`src/rtl/so_pkg.sv`:
```
package so_pkg;
   localparam int INSTR_W   = 16;
   localparam int REG_IDX_W = 4;
   localparam logic [5:0] GROUP_TAG = 6'b000100;

   typedef enum logic [2:0] {
      OP_RRC  = 3'd0,
      OP_SWP  = 3'd1,
      OP_RRA  = 3'd2,
      OP_SXT  = 3'd3,
      OP_PASS = 3'd4,
      OP_NONE = 3'd5
   } so_op_e;

   typedef struct packed {
      logic v;
      logic n;
      logic z;
      logic c;
   } so_flags_t;
endpackage

```
`src/rtl/so_decode.sv`:
```
module so_decode
   import so_pkg::*;
(
   input  logic [INSTR_W-1:0]   instr,
   output so_op_e               op,
   output logic                 byte_sel,
   output logic [REG_IDX_W-1:0] dst
);
   logic bw;
   logic [1:0] unused_mode;

   assign bw          = instr[6];
   assign unused_mode = instr[5:4];
   assign dst         = instr[REG_IDX_W-1:0];
   assign byte_sel    = bw;

   always_comb begin
      op = OP_NONE;
      if (instr[15:10] == GROUP_TAG) begin
         case (instr[9:7])
            3'd0:    op = OP_RRC;
            3'd1:    op = bw ? OP_NONE : OP_SWP;
            3'd2:    op = OP_RRA;
            3'd3:    op = bw ? OP_NONE : OP_SXT;
            3'd4,
            3'd5,
            3'd6:    op = OP_PASS;
            default: op = OP_NONE;
         endcase
      end
   end
endmodule

```
`src/rtl/so_shift.sv`:
```
module so_shift #(
   parameter int DATA_W = 16
) (
   input  logic [DATA_W-1:0] operand,
   input  logic              c_in,
   input  logic              arith,
   input  logic              byte_sel,
   output logic [DATA_W-1:0] res,
   output logic              c_out,
   output logic              v_out,
   output logic              n_out,
   output logic              z_out
);
   localparam int BYTE_W = DATA_W / 2;

   logic              msb_w, msb_b, fill;
   logic [DATA_W-1:0] word_res, byte_res;

   assign msb_w = operand[DATA_W-1];
   assign msb_b = operand[BYTE_W-1];
   assign fill  = arith ? (byte_sel ? msb_b : msb_w) : c_in;

   // bit-level mapping, one generate per half
   for (genvar i = 0; i < DATA_W; i++) begin : g_word
      if (i == DATA_W-1) begin : g_top
         assign word_res[i] = fill;
      end else begin : g_mid
         assign word_res[i] = operand[i+1];
      end
   end

   for (genvar j = 0; j < DATA_W; j++) begin : g_byte
      if (j >= BYTE_W) begin : g_hi
         assign byte_res[j] = 1'b0;
      end else if (j == BYTE_W-1) begin : g_top
         assign byte_res[j] = fill;
      end else begin : g_mid
         assign byte_res[j] = operand[j+1];
      end
   end

   assign res   = byte_sel ? byte_res : word_res;
   assign c_out = operand[0];
   assign v_out = arith ? 1'b0 : ((byte_sel ? msb_b : msb_w) & c_in);
   assign n_out = byte_sel ? res[BYTE_W-1] : res[DATA_W-1];
   assign z_out = byte_sel ? (res[BYTE_W-1:0] == '0) : (res == '0);
endmodule

```
`src/rtl/so_bytes.sv`:
```
module so_bytes #(
   parameter int DATA_W = 16
) (
   input  logic [DATA_W-1:0] operand,
   output logic [DATA_W-1:0] swapped,
   output logic [DATA_W-1:0] extended,
   output logic              ext_n,
   output logic              ext_z
);
   localparam int BYTE_W = DATA_W / 2;

   assign swapped = {operand[BYTE_W-1:0], operand[DATA_W-1:BYTE_W]};

   for (genvar i = 0; i < DATA_W; i++) begin : g_ext
      if (i < BYTE_W) begin : g_lo
         assign extended[i] = operand[i];
      end else begin : g_hi
         assign extended[i] = operand[BYTE_W-1];
      end
   end

   assign ext_n = extended[DATA_W-1];
   assign ext_z = (extended == '0);
endmodule

```
`src/rtl/so_unit.sv`:
```
module so_unit
   import so_pkg::*;
#(
   parameter int DATA_W = 16
) (
   input  logic              clk,
   input  logic              rst_n,
   input  logic              in_valid,
   input  logic [15:0]       instr,
   input  logic [DATA_W-1:0] operand,
   input  logic              c_in,
   input  logic              z_in,
   input  logic              n_in,
   input  logic              v_in,
   output logic              out_valid,
   output logic [DATA_W-1:0] result,
   output logic              wr_en,
   output logic              pass_up,
   output logic [3:0]        dst_reg,
   output logic              c_out,
   output logic              z_out,
   output logic              n_out,
   output logic              v_out
);
   if ((DATA_W % 2) != 0 || DATA_W < 4) begin : g_bad_width
      $error("so_unit: DATA_W must be even and at least 4");
   end

   so_op_e               op;
   logic                 byte_sel;
   logic [REG_IDX_W-1:0] dst;
   so_flags_t            f_in, f_nxt, f_q;
   logic [DATA_W-1:0]    sh_res, swp_res, ext_res, res_nxt;
   logic                 sh_c, sh_v, sh_n, sh_z, ext_n, ext_z;
   logic                 wr_nxt, pass_nxt;

   assign f_in = '{v: v_in, n: n_in, z: z_in, c: c_in};

   so_decode u_dec (
      .instr    (instr),
      .op       (op),
      .byte_sel (byte_sel),
      .dst      (dst)
   );

   so_shift #(.DATA_W(DATA_W)) u_sh (
      .operand  (operand),
      .c_in     (c_in),
      .arith    (op == OP_RRA),
      .byte_sel (byte_sel),
      .res      (sh_res),
      .c_out    (sh_c),
      .v_out    (sh_v),
      .n_out    (sh_n),
      .z_out    (sh_z)
   );

   so_bytes #(.DATA_W(DATA_W)) u_by (
      .operand  (operand),
      .swapped  (swp_res),
      .extended (ext_res),
      .ext_n    (ext_n),
      .ext_z    (ext_z)
   );

   always_comb begin
      res_nxt  = operand;
      f_nxt    = f_in;
      wr_nxt   = 1'b0;
      pass_nxt = 1'b0;
      case (op)
         OP_RRC, OP_RRA: begin
            res_nxt = sh_res;
            f_nxt   = '{v: sh_v, n: sh_n, z: sh_z, c: sh_c};
            wr_nxt  = 1'b1;
         end
         OP_SWP: begin
            res_nxt = swp_res;
            wr_nxt  = 1'b1;
         end
         OP_SXT: begin
            res_nxt = ext_res;
            f_nxt   = '{v: 1'b0, n: ext_n, z: ext_z, c: ~ext_z};
            wr_nxt  = 1'b1;
         end
         OP_PASS: pass_nxt = 1'b1;
         default: ;
      endcase
   end

   always_ff @(posedge clk) begin
      if (!rst_n) begin
         out_valid <= 1'b0;
         result    <= '0;
         wr_en     <= 1'b0;
         pass_up   <= 1'b0;
         dst_reg   <= '0;
         f_q       <= '0;
      end else begin
         out_valid <= in_valid;
         result    <= res_nxt;
         wr_en     <= in_valid & wr_nxt;
         pass_up   <= in_valid & pass_nxt;
         dst_reg   <= dst;
         f_q       <= f_nxt;
      end
   end

   assign c_out = f_q.c;
   assign z_out = f_q.z;
   assign n_out = f_q.n;
   assign v_out = f_q.v;
endmodule

```
`config.mk`:
```
export PLATFORM = sky130hd
export DESIGN_NAME = so_unit
export DESIGN_NICKNAME = d
export VERILOG_FILES = /design/src/rtl/so_pkg.sv /design/src/rtl/so_decode.sv /design/src/rtl/so_shift.sv /design/src/rtl/so_bytes.sv /design/src/rtl/so_unit.sv
export SDC_FILE = /design/constraint.sdc
export NUM_CORES = 1
export LEC_CHECK = 0
export BUFFER_PORTS_ARGS = -buffer_cell sky130_fd_sc_hd__buf_2
export CAP_MARGIN = 20
export CORE_MARGIN = 2
export CORE_UTILIZATION = 48
export CTS_BUF_LIST = sky130_fd_sc_hd__clkbuf_16
export CTS_CLUSTER_SIZE = 14
export DETAILED_ROUTE_END_ITERATION = 7
export HOLD_SLACK_MARGIN = 0.05
export PLACE_DENSITY_LB_ADDON = 0.08
export SLEW_MARGIN = 20
export SYNTH_ARGS = -nofsm -noshare
export SYNTH_HDL_FRONTEND = slang
export SYNTH_SLANG_ARGS = --single-unit
```
`constraint.sdc`:
```
create_clock -name clk -period 2.5 [get_ports clk]
set_clock_uncertainty 0.05 [all_clocks]
set_input_delay 0.375 -clock clk [delete_from_list [all_inputs] [get_ports clk]]
set_output_delay 0.375 -clock clk [all_outputs]
set_load 0.005 [all_outputs]
```
==> qor.yml, run 1 <==
status: "finished, final reports clean"
io_pins: 66
htree_levels: 1
synthCells: 136
hp-class: "in -> reg"
fin_crit_sh: 0.730
dp_hpwl_um: 2530
critPathBufInv: 1
std_cell_rows: 18
arrival_ns: 1.90
p_int_mw: 0.734
synth-seq-area-share: 0.424
p_leak_nw: 0.770
vias: 1322
place.gp.congestion: 0.968
ys_types: 40
crit_family: "simple AND/OR/NAND/NOR gates"
swShare: 0.223
cts.sinks: 27
num_antenna_cells: 0
first_global_vias: 1268
finalHoldViolations: 0
portBuffers: 63
coreArea_um2: 2500
overflow: 0
area_delta_synth_final_pct: 30.0
ys_ff_latch: 27
route.detailed.drc: 0
power_density_nw_per_um2: 571
largest_reg_flops: 16
fmax_mhz: 548
layout_commonest_cell: "buf_2"
grt_start_max_net_pins: 15
p_clk_frac: 0.364
ctsHoldBuffers: 0
worstSetupStartpointType: "input port"
drt-met1-wl_um: 1400
rsz0062_at_grt: "no"
setup_tns_ns: 0
post-cts-setup-buffers: 0
ys.flop_type: "dfxtp_1"
ir_worst_vdd_mv: 0.507
antenna_found_initial: 0
p_sw_mw: 0.211
grtUsageTotal: 0.227
hp-start: "instr[3]"
crit_chain: "buf_2 > or4_1 > or4_1 > a311oi_1 > nor3_1"
crit_fanout: 8
slew_headroom: 0.578
drtIter0Drc: 87
final_cells: 225
layout_common_cells: "63 x buf_2, 27 x dfxtp_1, 13 x and2_1"
syn_area_um2: 1270
cts_resized: 0
cpMostUsedCell: "or4_1"
die-height_um: 55.5
highest_layer: "met4"
slowest_stage: "or4_1"
clock_path_buffers: 2
maxCapViolations: 0
viasPerCell: 5.88
drt-total-wl_um: 3290
syn_area_per_cell_um2: 9.37
fin_nets: 235
dp_cells: 221
tightest_slew_ns: 0.634
hold_depth: 2
cts_root_buf: "clkbuf_16"
numCtsBuffers: 3
dieArea_um2: 3080
slowest_delay_ns: 0.54
synth-async-reset-ratio: 0
critPathRequiredTime_ns: 2.58
start_util: 0.510
dr.pass1.iters: 4
fin_area_um2: 1660
syn-num-nets: 175
cp-startpoint: "operand[7]"
p_seq_frac: 0.483
min_to: "dst_reg[3]"
synth_edf_count: 0
met2_wirelength_um: 1540
clkSlewWorstSetupHoldPaths_ns: 0.06
met3_wirelength_um: 307
grt_first_pass_wirelength_um: 5710
fin_crit_ns: 1.82
combPwrFrac: 0.153
drv_slew: 0
dpl_cell_area_um2: 1580
cts_tree: "yes"
fp.dieW_um: 55.5
layout-drive-gt1-share: 0.385
finalSetupViolCount: 0
synth_warnings: 0
drtAntennaViolNets: 0
worstSetupEndpointType: "flop"
crit_type: "in -> reg"
detail_route.wl_per_cell_um: 14.6
kinds of logic (layout without fill, tap and decap cells):
family / after synthesis / count (layout) / share of synthesized area
and+or+nand+nor: 52 / 52 / 0.239
muxes: 1 / 1 / 0.00884
AOI/OAI and AO/OA: 43 / 43 / 0.268
DFF: 27 / 27 / 0.424
buffers and inverters: 13 / 72 / 0.0599
metrics by stage:
| step | setup WS (ns) | hold slack [ns] | util | power, mW |
|---|---|---|---|---|
| after global routing | 0.598 | 0.292 | 0.662 | 0.990 |
| after floorplan | 0.673 | 0.452 | - | 0.537 |
| after CTS | 0.683 | 0.271 | 0.662 | 0.953 |
| final | 0.675 | 0.271 | 0.662 | 0.945 |
| after detailed placement | 0.416 | 0.535 | 0.631 | 0.609 |
| after global placement | 0.436 | 0.532 | 0.631 | 0.606 |
area by class of cell:
class,count,area [µm²]
repair buffers,65,330
clock inverters,1,3.75
fillers,205,845
flip-flops and latches,27,541
multi-input cells,96,657
well taps,30,37.5
inverters,3,11.3
clock buffers,3,75.1
power groups by stage:
stage | clock network (mW) | logic, mW | registers, mW
finish | 0.344 | 0.145 | 0.456
global route | 0.371 | 0.161 | 0.457
CTS | 0.353 | 0.144 | 0.456
detailed placement | 0 | 0.143 | 0.466
global placement | 0 | 0.141 | 0.465
floorplan | 0 | 0.0669 | 0.471
synth_stat cells (all sizes together), types with 2 or more instances:
master / count / area [µm²]
a32o: 2 / 20.0
nor2: 11 / 41.3
clkbuf: 4 / 25.0
a221o: 7 / 71.3
nand2b: 2 / 12.5
inv: 3 / 11.3
o21ai: 4 / 20.0
a21oi: 5 / 25.0
nand2: 6 / 22.5
dfxtp: 27 / 541
and3: 4 / 26.3
nand4: 2 / 12.5
and2b: 2 / 17.5
and2: 13 / 81.3
or4: 2 / 15.0
nor4: 4 / 25.0
a211oi: 8 / 60.1
nor3: 2 / 10.0
nand3: 2 / 10.0
a221oi: 7 / 61.3
buf: 5 / 30.0
worst max-delay path by stage:
stage / end / cells past startpoint
after global placement: c_out / 5
after detailed placement: c_out / 5
final: c_out / 5
after CTS: c_out / 5
after floorplan: c_out / 4
after global routing: c_out / 5
routing by layer:
metal  track usage  vias up
met5             0        -
li1              -      644
met4        0.0836        0
met2         0.352       81
met3        0.0375        4
met1         0.318      593
Power figures use the tool's default switching activity.
==> inputs of run 2 (changes only) <==
--- a/config.mk
+++ b/config.mk
@@ -8,7 +8,7 @@
 export BUFFER_PORTS_ARGS = -buffer_cell sky130_fd_sc_hd__buf_2
 export CAP_MARGIN = 20
 export CORE_MARGIN = 2
-export CORE_UTILIZATION = 48
+export CORE_UTILIZATION = 44
 export CTS_BUF_LIST = sky130_fd_sc_hd__clkbuf_16
 export CTS_CLUSTER_SIZE = 14
 export DETAILED_ROUTE_END_ITERATION = 7
==> constraint.sdc (replaced) <==
create_clock -name clk -period 1.9 [get_ports clk]
set_clock_uncertainty 0.05 [all_clocks]
set_input_delay 0.285 -clock clk [delete_from_list [all_inputs] [get_ports clk]]
set_output_delay 0.285 -clock clk [all_outputs]
set_load 0.005 [all_outputs]
==> run 2 against run 1 <==
  * Hold slack worse by 0.087 ns
  * Sequential share of layout area is 1.3 points lower
  * Sequential power rose by 32%
  * Cell area rose by 4.2%
  * Non-clock buffer count rose by 9
  * Cell count grew 4.4%
  * Flip-flop and latch count unchanged
  * Worst setup slack got worse by 0.46 ns
  * Count of clock-buffer cells in the layout is the same
  * Clock power increased by 33%
==> qor.yml, run 2 (same netlist as run 1, synthesis figures left out) <==
status: "finished, final reports clean"
first_global_vias: 1173
cts_tree: "yes"
worstSetupStartpointType: "input port"
viasPerCell: 5.70
dpl_cell_area_um2: 1650
fp.dieW_um: 57.8
crit_fanout: 2
ctsHoldBuffers: 0
finalSetupViolCount: 0
grtUsageTotal: 0.204
ir_worst_vdd_mv: 0.550
die-height_um: 57.8
fin_nets: 244
worstSetupEndpointType: "flop"
rsz0062_at_grt: "no"
hp-class: "in -> reg"
crit_type: "in -> reg"
fin_crit_ns: 1.68
largest_reg_flops: 16
grt_start_max_net_pins: 16
setup_tns_ns: 0
layout.area.seq_um2: 541
setup_ws_ns: 0.218
cts_root_buf: "clkbuf_16"
antenna_found_initial: 0
num-fill-cells: 252
clock_path_buffers: 2
drv_slew: 0
drt-total-wl_um: 3310
dp_hpwl_um: 2610
fin_area_um2: 1720
multiInputGateArea_um2: 657
p_leak_nw: 0.815
io_pins: 66
tightest_slew_ns: 0.505
whs_ns: 0.185
vias: 1340
grt_first_pass_wirelength_um: 5350
area_delta_synth_final_pct: 35.4
layout-drive-gt1-share: 0.412
drtIter0Drc: 59
overflow: 0
numCtsBuffers: 3
dr.pass1.iters: 4
fmax_mhz: 594
pre_cts_ws_ns: -0.0253
layout_common_cells: "63 x buf_2, 27 x dfxtp_1, 13 x and2_1"
place.gp.congestion: 0.945
post-cts-setup-buffers: 0
start_util: 0.462
dp_cells: 231
cts_resized: 0
finalHoldViolations: 0
final_cells: 235
num_antenna_cells: 0
slew_headroom: 0.659
htree_levels: 1
cts.sinks: 27
coreArea_um2: 2760
detail_route.wl_per_cell_um: 14.1
maxCapViolations: 0
clkSlewWorstSetupHoldPaths_ns: 0.06
critPathRequiredTime_ns: 1.99
design_power_total_mw: 1.26
power_density_nw_per_um2: 730
post-route-util: 0.625
layout_commonest_cell: "buf_2"
portBuffers: 63
route.detailed.drc: 0
dieArea_um2: 3340
arrival_ns: 1.78
std_cell_rows: 19
drtAntennaViolNets: 0
fin_crit_sh: 0.885
[run 2: final timing paths]
check                 startpoint    endpoint  slack (ns)  cells past startpoint
worst max-delay path  operand[7]       c_out        0.22                      5
worst min-delay path    instr[1]  dst_reg[1]        0.18                      2
[run 2: where the power goes]
part | switching, mW | internal (mW)
sequential | 0.00531 | 0.595
combinational | 0.102 | 0.0994
clock | 0.177 | 0.281
[run 2: worst max-delay path, cell delays in order]
cell      delay (ns)
buf_2           0.12
or4_1           0.54
or4_1           0.47
a311oi_1        0.29
nor3_1          0.07
[run 2: layout make-up]
class,count,area share
Clock inverter,1,0.00218
Tap cell,31,0.0225
Multi-Input combinational cell,96,0.381
Sequential cell,27,0.313
Timing Repair Buffer,74,0.231
Clock buffer,3,0.0435
Inverter,3,0.00653
[run 2: metal layers]
metal / global-route usage / part of all wire
met2: 0.333 / 0.46
met4: 0.0498 / 0.0076
met1: 0.281 / 0.45
met5: 0 / 0
met3: 0.0379 / 0.088
